**src/rtl/dmemPkg.sv**
```systemverilog
package dmemPkg;
  typedef enum logic [2:0] {
    SEL_ZERO,
    SEL_PTR,
    SEL_ACC,
    SEL_SFR,
    SEL_RAM
  } selKindT;

  typedef struct packed {
    logic    wrPtr;
    logic    wrAcc;
    logic    wrSfr;
    logic    wrRam;
    selKindT sel;
  } ctrlStrobesT;
endpackage

```
**src/rtl/dmemCtrl.sv**
```systemverilog
module dmemCtrl
  import dmemPkg::*;
#(
  parameter int ADDR_W   = 6,
  parameter int ACC_ADDR = 5
) (
  input  logic [ADDR_W-1:0] addr,
  input  logic              wrEn,
  input  logic [ADDR_W-1:0] ptrLow,
  output ctrlStrobesT       strobes,
  output logic [ADDR_W-2:0] effIdx
);
  localparam logic [ADDR_W-1:0] ALIAS_A  = '0;
  localparam logic [ADDR_W-1:0] PTR_A    = ADDR_W'(1);
  localparam logic [ADDR_W-1:0] ACC_A    = ADDR_W'(ACC_ADDR);
  localparam logic [ADDR_W-1:0] RAM_BASE = ADDR_W'(2 ** (ADDR_W - 1));
  localparam logic [ADDR_W-1:0] DEAD_LO  = RAM_BASE - ADDR_W'(2);

  logic [ADDR_W-1:0] effAddr;
  selKindT           sel;

  // Redirect the alias through the pointer, then decode one address.
  assign effAddr = (addr == ALIAS_A) ? ptrLow : addr;
  assign effIdx  = effAddr[ADDR_W-2:0];

  always_comb begin
    if (effAddr == ALIAS_A)       sel = SEL_ZERO;
    else if (effAddr == PTR_A)    sel = SEL_PTR;
    else if (effAddr == ACC_A)    sel = SEL_ACC;
    else if (effAddr >= RAM_BASE) sel = SEL_RAM;
    else if (effAddr >= DEAD_LO)  sel = SEL_ZERO;
    else                          sel = SEL_SFR;
  end

  always_comb begin
    strobes.sel   = sel;
    strobes.wrPtr = wrEn && (sel == SEL_PTR);
    strobes.wrAcc = wrEn && (sel == SEL_ACC);
    strobes.wrSfr = wrEn && (sel == SEL_SFR);
    strobes.wrRam = wrEn && (sel == SEL_RAM);
  end
endmodule

```
**src/rtl/dmemData.sv**
```systemverilog
module dmemData
  import dmemPkg::*;
#(
  parameter int ADDR_W = 6,
  parameter int DATA_W = 8,
  parameter int PTR_W  = 7
) (
  input  logic              clk,
  input  logic              rstN,
  input  ctrlStrobesT       strobes,
  input  logic [ADDR_W-2:0] effIdx,
  input  logic [DATA_W-1:0] wrData,
  output logic [DATA_W-1:0] rdData,
  output logic [DATA_W-1:0] accReg,
  output logic [PTR_W-1:0]  ptrReg
);
  localparam int BANK_DEPTH = 2 ** (ADDR_W - 1);

  logic [DATA_W-1:0] sfrBank [BANK_DEPTH];
  logic [DATA_W-1:0] ramBank [BANK_DEPTH];

  always_ff @(posedge clk or negedge rstN) begin
    if (!rstN) begin
      ptrReg <= '0;
      accReg <= '0;
    end else begin
      if (strobes.wrPtr) ptrReg <= wrData[PTR_W-1:0];
      if (strobes.wrAcc) accReg <= wrData;
    end
  end

  // Special-function storage: one register per index, reset to zero.
  for (genvar i = 0; i < BANK_DEPTH; i++) begin : gSfr
    always_ff @(posedge clk or negedge rstN) begin
      if (!rstN)                                       sfrBank[i] <= '0;
      else if (strobes.wrSfr && effIdx == (ADDR_W-1)'(i)) sfrBank[i] <= wrData;
    end
  end

  // General-purpose RAM: no reset.
  always_ff @(posedge clk) begin
    if (strobes.wrRam) ramBank[effIdx] <= wrData;
  end

  always_comb begin
    rdData = '0;
    unique case (strobes.sel)
      SEL_PTR: begin
        rdData = '1;
        rdData[PTR_W-1:0] = ptrReg;
      end
      SEL_ACC:  rdData = accReg;
      SEL_SFR:  rdData = sfrBank[effIdx];
      SEL_RAM:  rdData = ramBank[effIdx];
      default:  rdData = '0;
    endcase
  end
endmodule

```
**src/rtl/dmemFront.sv**
```systemverilog
module dmemFront
  import dmemPkg::*;
#(
  parameter int ADDR_W   = 6,
  parameter int DATA_W   = 8,
  parameter int PTR_W    = 7,
  parameter int ACC_ADDR = 5
) (
  input  logic              clk,
  input  logic              rstN,
  input  logic [ADDR_W-1:0] addr,
  input  logic [DATA_W-1:0] wrData,
  input  logic              wrEn,
  output logic [DATA_W-1:0] rdData,
  output logic [DATA_W-1:0] accOut,
  output logic [PTR_W-1:0]  ptrOut
);
  ctrlStrobesT       strobes;
  logic [ADDR_W-2:0] effIdx;

  dmemCtrl #(.ADDR_W(ADDR_W), .ACC_ADDR(ACC_ADDR)) ctrl (
    .addr    (addr),
    .wrEn    (wrEn),
    .ptrLow  (ptrOut[ADDR_W-1:0]),
    .strobes (strobes),
    .effIdx  (effIdx)
  );

  dmemData #(.ADDR_W(ADDR_W), .DATA_W(DATA_W), .PTR_W(PTR_W)) dpath (
    .clk     (clk),
    .rstN    (rstN),
    .strobes (strobes),
    .effIdx  (effIdx),
    .wrData  (wrData),
    .rdData  (rdData),
    .accReg  (accOut),
    .ptrReg  (ptrOut)
  );
endmodule

```
**config.mk**
```make
export PLATFORM = sky130hd
export DESIGN_NAME = dmemFront
export DESIGN_NICKNAME = d
export VERILOG_FILES = /design/src/rtl/dmemPkg.sv /design/src/rtl/dmemCtrl.sv /design/src/rtl/dmemData.sv /design/src/rtl/dmemFront.sv
export SDC_FILE = /design/constraint.sdc
export NUM_CORES = 1
export LEC_CHECK = 0
export ABC_AREA = 0
export BUFFER_PORTS_ARGS = -buffer_cell sky130_fd_sc_hd__buf_2
export CAP_MARGIN = 20
export CORE_UTILIZATION = 66
export CTS_BUF_LIST = sky130_fd_sc_hd__clkbuf_8
export DETAILED_ROUTE_END_ITERATION = 6
export PLACE_DENSITY = 0.83
export REMOVE_ABC_BUFFERS = 1
export SETUP_SLACK_MARGIN = 0.2
export SLEW_MARGIN = 25
export SYNTH_ARGS = -nofsm -noshare
export SYNTH_HDL_FRONTEND = slang
export SYNTH_SLANG_ARGS = --single-unit
```
**constraint.sdc**
```tcl
create_clock -name clk -period 6.13 [get_ports clk]
set_input_delay 0.613 -clock clk [delete_from_list [all_inputs] [get_ports clk]]
set_output_delay 0.613 -clock clk [all_outputs]
set_load 0.02 [all_outputs]
```
==> impl_metrics.yaml <==
outcome:
  status: "finished, violations left"
  violations: "design-rule violations"
logic_synthesis:
  synth_top_family_by_area: "multiplexers"
  syn_avg_cell_area_um2: 13.62
  synth.largest_area_cell: "edfxtp_1"
  yosysUniqueCellTypes: 68
  synth-edff-count: 256
  synthMuxAreaShare: 0.1492
  ys_ff_latch: 527
  ys_seq_area_frac: 0.6396
  synth_ff_type: "dfrtp_1"
  yosys_warnings: 0
  synthArstFlopShare: 0.5142
  yosysTopAreaCellShare: 0.3398
  synth-compound-area-share: 0.08523
  synth_fa_ha_area_frac: 0
  synth.area.top_cells: "edfxtp_1, dfrtp_1, mux2_2, nand2_1, mux2_4"
  synth_simple_gate_area_share: 0.09475
  synth_area_um2: 22620
  synth_cells: 1661
  synth_xor_area_frac: 0
clock_network:
  cts_sinks: 527
  clkTransAtPathRegs_ps: 60
  root_buffer: "clkbuf_8"
  htreeDepth: 3
  postCtsHoldBufs: 0
  cts_tree: "done"
  worstSkewPairLatency_ps: 650
  clk_path_buf_depth: 3
  cts_buffers: 83
  cts_resized: 0
  postCtsSetupRepairBufs: 0
worst_setup_path:
  crit_path_start: "dpath.ptrReg[1]$_DFFE_PN0P_"
  worstPathMaxFanout: 20
  r2r_start: "dpath.ptrReg[1]$_DFFE_PN0P_"
  ff2ff_setup_slack_ps: 1970
  cp-start-kind: "flip-flop"
  required_ps: 5520
  cp-end-kind: "output port"
  worstSetupPathType: "flip-flop to output port"
  path_common_cell: "buf_4"
  r2r.worst_path.cells: 8
  timing.critical_path.cells: "nor2b_1 > a21oi_4 > buf_4 > nor2_2 > buf_4 > a32oi_1 > nand4_1 > o22ai_1 > a2111o_1 > buf_2"
  r2r_end: "dpath.sfrBank[188]$_DFFE_PN0P_"
  critPathSlowestCell: "dfrtp_1"
  slowest_delay_ps: 620
  worstPathArrival_ps: 4480
drt:
  first_iter_violations: 2813
  routed_via_density: 6.979
  vias: 15340
  routed_wl_um: 64790
  wl_per_cell_um: 29.47
  drt-pass1-iter-count: 7
  antenna_left: 0
  drc: 3
layout:
  area_growth_pct: 9.961
  nets: 1701
  multiInputGateArea_um2: 7571
  final_common_cell: "dfrtp_1"
  nFillCells: 2037
  final_cell_mix: "dfrtp_1, edfxtp_1, nand2_1"
  drive_gt1_frac: 0.2903
  final_cells: 2198
  regArea_um2: 14470
  antenna_cells: 0
timing:
  worst_pin_slew_ps: 1092
  rsz0062_at_grt: "false"
  max_freq_ghz: 0.1962
  finalCritPeriodShare: 0.8314
  hold_violations: 0
  final.min_clock_period_ps: 5097
  skew_ps: 19.54
  layout_setup_ws_ps: 1033
  setup_viol: 0
  maxSlewHeadroom: 0.2690
  report.final.slew_viol_count: 0
hold_path:
  min_from: "dpath.sfrBank[245]$_DFFE_PN0P_"
  worstHoldPathCells: 0
  min_to: "dpath.sfrBank[245]$_DFFE_PN0P_"
  worst_hold_path_type: "flip-flop to flip-flop"
placed_design:
  dp.cells: 2045
  placement.io_buffers: 39
  dp_hpwl_um: 38950
  gp_congestion: 0.9614
  dp_slack_ps: 1346
floorplan:
  die_x_um: 187.1
  row_count: 67
  core-area_um2: 33620
  die_y_um: 187.1
  start_util: 0.6729
  io_pins: 40
  dieArea_um2: 35020
pwr:
  total_power_mw: 7.752
  cellLeakagePower_nw: 10.05
  ir_worst_vdd_mv: 0.2033
  p_per_area_nw_per_um2: 311.6
global_routing:
  grt_max_degree: 147
  grt_usage: 0.3800
  grt_antenna_before_repair: 0
  grt_pass1_wl_um: 98080
  overflow: 0
  grt_pass1_vias: 15430
flow_run:
  drv_cap: 0
-- layer usage --
layer | up-vias | part of all wire | GRT usage
met5 | - | 0 | 0.004121
met4 | 0 | 0.049 | 0.1680
met3 | 252 | 0.14 | 0.1094
met2 | 1269 | 0.45 | 0.5635
met1 | 7537 | 0.37 | 0.5267
li1 | 6282 | - | -
-- through the flow --
stage	setup TNS [ps]	area, µm²	utilization	hold slack, ps
CTS	0	24830	0.7386	120.0
global placement	0	23210	0.6905	360.1
detailed placement	0	23250	0.6916	361.1
finish	0	24880	0.7400	374.3
global route	0	24880	0.7400	385.9
floorplan	-17350	21940	-	317.4
-- worst max path at each step --
stage,to,depth (start not counted)
after CTS,rdData[7],10
after detailed placement,rdData[7],10
after global routing,rdData[7],10
final,rdData[6],10
after global placement,rdData[7],10
after floorplan,rdData[5],7
-- registers in the layout, indices dropped and copies added (netlist names) --
signal and cells:
dpath.sfrBank 256, dpath.ptrReg 7, dpath.ramBank 256, dpath.accReg 8
-- worst max-delay path: cells and delay by family (launching register included) --
family	cells	cell delay (ps)
buf+inv	3	830
flops	1	620
simple gates	3	590
compound gates	4	1760
-- report_power, final --
part / leakage, nW / internal [mW] / switching [mW]
registers: 5.94 / 3.93 / 0.143
logic: 3.18 / 0.325 / 0.502
clock network: 0.932 / 1.48 / 1.38
-- cell families after synthesis --
kind of cell | count (synthesis)
muxes | 287
and+or+nand+nor | 424
AOI/OAI and AO/OA | 264
DFF | 527
buffers and inverters | 159
-- cells in the mapped netlist, drive strengths merged (5+ instances only) --
cell and n:
a211oi 8, a21oi 16, a222oi 6, a22oi 17, a31oi 15, a32o 5, a32oi 33, buf 48
clkbuf 105, dfrtp 271, edfxtp 256, inv 6, mux2 242, mux2i 41, nand2 218, nand3 71
nand4 18, nor2 60, nor2b 5, nor3 23, nor4 10, o2111ai 16, o211ai 5, o21ai 34
o22ai 65
-- area by class of cell --
type                       instances  share of cell area
clock inverter                    58             0.01212
sequential                       527              0.5817
inverter                           6           0.0009054
tap                              448             0.02253
multi-input combinational        975              0.3044
clock buffer                      93             0.05146
timing repair buffer              91             0.02696
Power figures use the tool's default switching activity.
